===== config.mk =====
export PLATFORM = sky130hd
export DESIGN_NAME = bcd_decade_stage
export DESIGN_NICKNAME = d
export VERILOG_FILES = /design/src/rtl/bcd_stage_pkg.sv /design/src/rtl/bcd_action_sel.sv /design/src/rtl/bcd_next_digit.sv /design/src/rtl/bcd_term_decode.sv /design/src/rtl/bcd_decade_stage.sv
export SDC_FILE = /design/constraint.sdc
export NUM_CORES = 1
export LEC_CHECK = 0
export BUFFER_PORTS_ARGS = -buffer_cell sky130_fd_sc_hd__buf_2
export CORE_AREA = 2 2 39 41
export CTS_CLUSTER_DIAMETER = 80
export DETAILED_ROUTE_END_ITERATION = 8
export DIE_AREA = 0 0 41 43
export SLEW_MARGIN = 20
export SYNTH_ARGS = -nofsm -noshare
export SYNTH_HDL_FRONTEND = slang
export SYNTH_SLANG_ARGS = --single-unit

===== constraint.sdc =====
create_clock -name clk -period 1.7 [get_ports clk]
set_clock_uncertainty 0.2 [all_clocks]
set_input_delay 0.17 -clock clk [delete_from_list [all_inputs] [get_ports clk]]
set_output_delay 0.17 -clock clk [all_outputs]
set_load 0.01 [all_outputs]

===== src/rtl/bcd_stage_pkg.sv =====
package bcd_stage_pkg;

  localparam int unsigned DIGIT_W    = 4;
  localparam int unsigned LAST_DIGIT = 9;
  localparam int unsigned MODE_COUNT_N = 4;

  // Actions in priority order
  typedef enum logic [1:0] {
    ACT_CLEAR = 2'd0,
    ACT_LOAD  = 2'd1,
    ACT_COUNT = 2'd2,
    ACT_HOLD  = 2'd3
  } act_t;

  // Counting successor, including the exits from non-BCD codes
  function automatic logic [DIGIT_W-1:0] bcd_advance(input logic [DIGIT_W-1:0] cur);
    logic [DIGIT_W-1:0] nxt;
    case (cur)
      4'd9:    nxt = 4'd0;
      4'd11:   nxt = 4'd6;
      4'd13:   nxt = 4'd4;
      4'd15:   nxt = 4'd2;
      default: nxt = cur + 4'd1;
    endcase
    return nxt;
  endfunction

  function automatic logic digit_is_last(input logic [DIGIT_W-1:0] cur);
    return (cur == DIGIT_W'(LAST_DIGIT));
  endfunction

endpackage


===== src/rtl/bcd_action_sel.sv =====
module bcd_action_sel
  import bcd_stage_pkg::*;
(
  input  logic                     clr_n,
  input  logic                     load_n,
  input  logic                     cnt_en_par,
  input  logic                     cnt_en_chain,
  output act_t                     act,
  output logic [MODE_COUNT_N-1:0]  act_vec
);

  logic both_en;
  assign both_en = cnt_en_par & cnt_en_chain;

  always_comb begin
    if (!clr_n)        act = ACT_CLEAR;
    else if (!load_n)  act = ACT_LOAD;
    else if (both_en)  act = ACT_COUNT;
    else               act = ACT_HOLD;
  end

  // One-hot view of the chosen action, built from the raw inputs
  assign act_vec[0] = ~clr_n;
  assign act_vec[1] =  clr_n & ~load_n;
  assign act_vec[2] =  clr_n &  load_n &  both_en;
  assign act_vec[3] =  clr_n &  load_n & ~both_en;

endmodule


===== src/rtl/bcd_next_digit.sv =====
module bcd_next_digit
  import bcd_stage_pkg::*;
(
  input  act_t                act,
  input  logic [DIGIT_W-1:0]  cur,
  input  logic [DIGIT_W-1:0]  data_in,
  output logic [DIGIT_W-1:0]  nxt
);

  always_comb begin
    unique case (act)
      ACT_CLEAR: nxt = '0;
      ACT_LOAD:  nxt = data_in;
      ACT_COUNT: nxt = bcd_advance(cur);
      default:   nxt = cur;
    endcase
  end

endmodule


===== src/rtl/bcd_term_decode.sv =====
module bcd_term_decode
  import bcd_stage_pkg::*;
(
  input  logic [DIGIT_W-1:0] cur,
  input  logic               chain_en,
  output logic               term
);

  // Full compare: codes 11, 13 and 15 must not decode as terminal
  assign term = chain_en & digit_is_last(cur);

endmodule


===== src/rtl/bcd_decade_stage.sv =====
module bcd_decade_stage
  import bcd_stage_pkg::*;
(
  input  logic        clk,
  input  logic        clr_n,
  input  logic        load_n,
  input  logic [3:0]  data_in,
  input  logic        cnt_en_par,
  input  logic        cnt_en_chain,
  output logic [3:0]  count_q,
  output logic        carry_out
);

  act_t                     act;
  logic [MODE_COUNT_N-1:0]  act_vec;
  logic [DIGIT_W-1:0]       next_digit;
  logic [DIGIT_W-1:0]       digit_r;

  // Named events for the assertions
  logic clear_evt, load_evt, count_evt, hold_evt;

  bcd_action_sel u_sel (
    .clr_n        (clr_n),
    .load_n       (load_n),
    .cnt_en_par   (cnt_en_par),
    .cnt_en_chain (cnt_en_chain),
    .act          (act),
    .act_vec      (act_vec)
  );

  bcd_next_digit u_next (
    .act     (act),
    .cur     (digit_r),
    .data_in (data_in),
    .nxt     (next_digit)
  );

  bcd_term_decode u_term (
    .cur      (digit_r),
    .chain_en (cnt_en_chain),
    .term     (carry_out)
  );

  always_ff @(posedge clk) begin
    digit_r <= next_digit;
  end

  assign count_q   = digit_r;
  assign clear_evt = act_vec[0];
  assign load_evt  = act_vec[1];
  assign count_evt = act_vec[2];
  assign hold_evt  = act_vec[3];

  // clear overrides every other input
  clear_to_zero_chk: assert property (@(posedge clk)
    !clr_n |=> (count_q == 4'd0));

  // the load path copies the data input
  load_copy_chk: assert property (@(posedge clk) disable iff (!clr_n)
    (clr_n && !load_n) |=> (count_q == $past(data_in)));

  // without both enables the digit holds
  hold_stable_chk: assert property (@(posedge clk) disable iff (!clr_n)
    hold_evt |=> $stable(count_q));

  // nine wraps to zero when counting
  wrap_to_zero_chk: assert property (@(posedge clk) disable iff (!clr_n)
    (count_evt && count_q == 4'd9) |=> (count_q == 4'd0));

  // an odd non-BCD code returns to 0..9 on the next counting edge
  illegal_exit_chk: assert property (@(posedge clk) disable iff (!clr_n)
    (count_evt && count_q > 4'd9 && count_q[0]) |=> (count_q <= 4'd9));

  // the carry only rises on 9 with the chained enable
  carry_decode_chk: assert property (@(posedge clk) disable iff (!clr_n)
    carry_out |-> (cnt_en_chain && count_q == 4'd9));

  // no carry in a non-BCD code
  carry_illegal_chk: assert property (@(posedge clk) disable iff (!clr_n)
    (count_q > 4'd9) |-> !carry_out);

  // exactly one action each cycle, and it agrees with the encoded choice
  action_onehot_chk: assert property (@(posedge clk) disable iff (!clr_n)
    $onehot(act_vec) && (count_evt == (act == ACT_COUNT)) && (load_evt == (act == ACT_LOAD))
    && (clear_evt == (act == ACT_CLEAR)));

endmodule


=== Word level (Yosys, flattened, before mapping) ===
Cells that the tools add are included.

* $add $sub $neg: 1
* Equality and inequality tests: 6
* Bitwise operators: 2
* Multiplexer cells: 5
* Reduce and logical (&&, ||, !) cells: 2

{| class="wikitable"
|+ Operators by type and width
! operator !! number
|-
| 4-bit == test (second input constant) || 4
|-
| 4-bit case mux with 4 select lines || 1
|-
| 4-bit case mux with 3 select lines || 1
|-
| 4-bit by 1-bit adder with 4-bit output (second input constant) || 1
|-
| 2-bit 2-to-1 mux || 2
|-
| 3-bit nonzero test || 1
|-
| 1-bit AND || 2
|-
| 2-bit by 1-bit == test with 1-bit output (second input constant) || 1
|-
| 2-bit == test (second input constant) || 1
|-
| 2-bit logical NOT || 1
|-
| 1-bit 2-to-1 mux || 1
|}

* Register bits after elaboration: 4
* Word-level logic and storage cells: 17
* Bits of input ports: 9
* Output and inout bits: 5

=== Logic depth before layout (Yosys ltp) ===
* Depth after elaboration: 6
* Depth in mapped cells: 5

=== Cells and area by module ===
From an unflattened synthesis, not the netlist that was laid out.

* Cell total of the unflattened synthesis: 42
* Area total of the unflattened synthesis: 309.0 sq um

{| class="wikitable"
|+ By module, submodules not included
! module !! instances !! area an instance (sq um) !! sequential area each (sq um) !! cells an instance
|-
| bcd_next_digit || 1 || 178.9 || 0.0 || 28
|-
| bcd_decade_stage || 1 || 80.1 || 80.1 || 4
|-
| bcd_action_sel || 1 || 37.5 || 0.0 || 8
|-
| bcd_term_decode || 1 || 12.5 || 0.0 || 2
|}

=== Worst setup path before layout ===
OpenSTA, ideal clock, no wires.

* Path type: register -> register
* Start point: register digit_r[0] (netlist: count_q[0])
* End point: register digit_r[3] (netlist: count_q[3]) (data pin)
* Data arrival time: 1.184 ns
* Required time: 1.355 ns
* Slack: 0.172 ns
* Path buffers: 0
* Cell stages (with the launch flop): 5
* Cell sequence: edfxtp_1 -> ha_1 -> a311oi_1 -> a21oi_1 -> o21ai_1

* Cells in the longest elaborated chain, start to end: 3

{| class="wikitable"
|+ RTL lines
! item !! line !! source
|-
| start, declared || bcd_decade_stage.sv:17 || <nowiki>logic [DIGIT_W-1:0] digit_r;</nowiki>
|-
| start signal, assigned || bcd_decade_stage.sv:45 || <nowiki>digit_r <= next_digit;</nowiki>
|-
| 4-bit by 1-bit adder with 4-bit output / 4-bit == test (equally long branches) || bcd_stage_pkg.sv:23, bcd_stage_pkg.sv:18 ||
|-
| 4-bit case mux with 4 select lines * || bcd_stage_pkg.sv:18 || <nowiki>case (cur)</nowiki>
|-
| 4-bit case mux with 3 select lines * || bcd_next_digit.sv:11 || <nowiki>unique case (act)</nowiki>
|-
| named net next_digit[3] || bcd_decade_stage.sv:16 || <nowiki>logic [DIGIT_W-1:0] next_digit;</nowiki>
|}

Mark *: on every way through the listed nets, which the timed path passes. The rest lies on a longest branch.
A chain may end at the register's enable or synchronous reset.

=== Worst setup path after layout ===
* Start point: register digit_r[0] (netlist: count_q[0])
* End point: register digit_r[0] (netlist: count_q[0]) (data pin)

The elaborated chain is that of the path after synthesis.

==> results.yml <==
timing:
  tightest_slew_ps: 274
  min_period_ps: 1610
  relSlewSlack: 0.817
  max_freq_mhz: 620
  fin_tns_setup_ps: 0
  final_hold_viol_count: 0
  rsz0062_at_grt: "no"
  finalSetupViolations: 0
  drv_slew: 0
  timing.final.crit_share: 0.949
clocking:
  max-clock-path-buffers: 2
  cts_buffers: 3
  htree_num_levels: 1
  cts.hold.buffers_added: 0
  path_clk_slew_ps: 30
  cts_root_buf: "clkbuf_4"
  clock-sinks: 4
  cts_tree: "yes"
  clkLatencyLatePin_ps: 230
yosys:
  synth.area.mux_share: 0
  synth-adder-area-share: 0.0877
  async_reset_ff_frac: 0
  synth_edf_count: 4
  synth-xor-area-share: 0
  yosys.area.top_type: "edfxtp_1"
  yosys.area_share.simple: 0.246
  synth_top_family_by_area: "simple AND/OR/NAND/NOR gates"
  synth_top_area_frac: 0.421
  synthCells: 29
  synth.distinct_cells: 19
  mappedNetlistArea_sq_um: 285
  synth_compound_area_frac: 0.232
  yosys_warnings: 0
  syn_nets: 40
  yosysMostFrequentCell: "nand2_1"
  avgSynthCellArea_sq_um: 9.84
  ys_seq_area_frac: 0.421
  ys_top_cells_by_area: "edfxtp_1 42%, ha_1 8.8%, nand2_1 6.6%"
  synth-seq-cells: 4
  ys.flop_type: "edfxtp_1"
  synth_common_cells: "5 x nand2_1, 4 x edfxtp_1, 3 x a21oi_1, 2 x ha_1"
setup_path:
  cp_data_arrival_time_ps: 1460
  path_class: "flip-flop to flip-flop"
  crit_slowest_cell: "edfxtp_1"
  r2r_slack_ps: 90
  crit_fanout: 5
  path_cells: "buf_4, ha_2, o21a_1, o31ai_1"
  critPathRequiredTime_ps: 1550
  critPathLaunchType: "flip-flop"
  reg2reg_from: "count_q[0]$_DFFE_PP_"
  cp-startpoint: "count_q[0]$_DFFE_PP_"
  crit_path_end_kind: "flip-flop"
  slowest_delay_ps: 450
die:
  rows: 14
  dieHeight_microns: 43
  start_util: 0.206
  ioPinCount: 14
  fp.dieW_microns: 41
  fp.dieArea_sq_um: 1760
  core_area_sq_um: 1380
drt:
  wl_met1_microns: 308
  met2_length_microns: 343
  ant_nets: 0
  wl_microns: 705
  drt_iter0_markers: 0
  viasPerCell: 4.52
  drc: 0
  dr.pass1.iters: 1
  avgRoutedWirePerCell_microns: 11.2
  vias: 285
  highest_layer: "met3"
  met3_length_microns: 52
global_route:
  grt_pass1_vias: 259
  grt_pass1_wl_mm: 1.08
  globalRouteOverflowTotal: 0
  grt_max_degree: 8
  grt_use_total: 0.0929
  antenna_found_initial: 0
final_layout:
  final_core_util: 0.309
  drive_gt1_frac: 0.532
  area_growth_pct: 50.0
  fin_nets: 60
  reg.largest.list: "count_q x4"
  largest_register: "count_q"
  largest_reg_flops: 4
  diodes: 0
min_path:
  hold_start: "data_in[0]"
  hold_class: "input pin to flip-flop"
placed_design:
  port_buffers: 13
  hpwl_microns: 541
  gp_congestion: 0.794
power:
  p_clk_frac: 0.354
  fin_total_pwr_w: 0.000311
  ir_drop_mv: 0.355
  swShare: 0.253
  p_leak_nw: 0.187
  combPwrFrac: 0.224
  p_int_w: 0.000233
  switchingPower_w: 0.0000788
  pwr-share-seq: 0.422
  powerDensity_nw_per_um2: 728
flow_run:
  cap_violations: 0
status:
  status: "completed"
[kinds of logic after synthesis]
group | count (synthesis)
DFF | 4
adders and majority gates | 2
and+or+nand+nor | 12
AOI/OAI and AO/OA | 10
buffers and inverters | 1
[cell usage in the layout (no fill, tap or decap)]
| cell type | Yosys | layout |
|---|---|---|
| buf_2 | 0 | 13 |
| nand2_1 | 5 | 5 |
| edfxtp_1 | 4 | 4 |
| a21oi_1 | 3 | 3 |
| clkbuf_4 | 0 | 3 |
| buf_4 | 0 | 2 |
| nand4_2 | 1 | 1 |
| a311oi_1 | 1 | 1 |
| and4b_1 | 1 | 1 |
| nor2b_1 | 1 | 1 |
| o21ai_1 | 1 | 1 |
| nor2_1 | 1 | 1 |
| nand2_2 | 1 | 1 |
| a31o_1 | 1 | 1 |
| o21ai_2 | 1 | 1 |
| o21a_1 | 1 | 1 |
| o31ai_1 | 1 | 1 |
| inv_2 | 0 | 1 |
| o21ai_0 | 1 | 1 |
| nand3_1 | 1 | 1 |
| nor3b_2 | 0 | 1 |
| ha_4 | 0 | 1 |
| ha_2 | 0 | 1 |
[area by class of cell]
| cell class | count | area, sq um |
|---|---|---|
| flip-flops and latches | 4 | 120 |
| multi-input cells | 24 | 181 |
| fillers | 141 | 956 |
| repair buffers | 15 | 80.1 |
| inverters | 1 | 3.75 |
| clock buffers | 3 | 22.5 |
| well taps | 16 | 20.0 |
[timing repair]
action                     CTS  global route
pin swaps                    0             2
resized for setup            1             4
setup endpoints to repair    1             1
setup buffers                1             1
gates cloned                 0             0
[power groups by stage]
stage | logic [W] | clock network, W | registers, W
final | 0.0000698 | 0.000110 | 0.000131
after global routing | 0.0000769 | 0.000125 | 0.000133
after CTS | 0.0000620 | 0.000117 | 0.000131
after detailed placement | 0.0000565 | 0 | 0.000134
after global placement | 0.0000568 | 0 | 0.000133
after floorplan | 0.0000275 | 0 | 0.000134
[critical path, delay by kind of cell, from the launching register on]
kind	cells	cell delay (ps)
AO/OA/AOI/OAI	2	390
buffers and inverters	1	180
flip-flops	1	450
adder cells (fa/ha/maj)	1	200
[stage by stage]
stage	area [sq um]	hold WS, ps	instances	setup slack (ps)
after detailed placement	370	264	58	136
final	428	33.8	63	87.2
after CTS	403	24.1	62	1.79
after floorplan	285	155	29	172
after global routing	428	36.4	63	3.23
after global placement	370	262	58	158
[worst paths after layout]
kind | depth (start not counted) | to
max | 4 | count_q[0]$_DFFE_PP_
min | 3 | count_q[0]$_DFFE_PP_
max reg2reg | 4 | count_q[0]$_DFFE_PP_
min reg2reg | 1 | count_q[0]$_DFFE_PP_
[per-layer routing]
| metal | global-route usage | vias to the layer above |
|---|---|---|
| li1 | - | 149 |
| met1 | 0.118 | 124 |
| met2 | 0.138 | 12 |
| met3 | 0.0471 | 0 |
| met4 | 0.0200 | 0 |
| met5 | 0 | - |
Note: power is estimated with default switching activity, not from simulation.
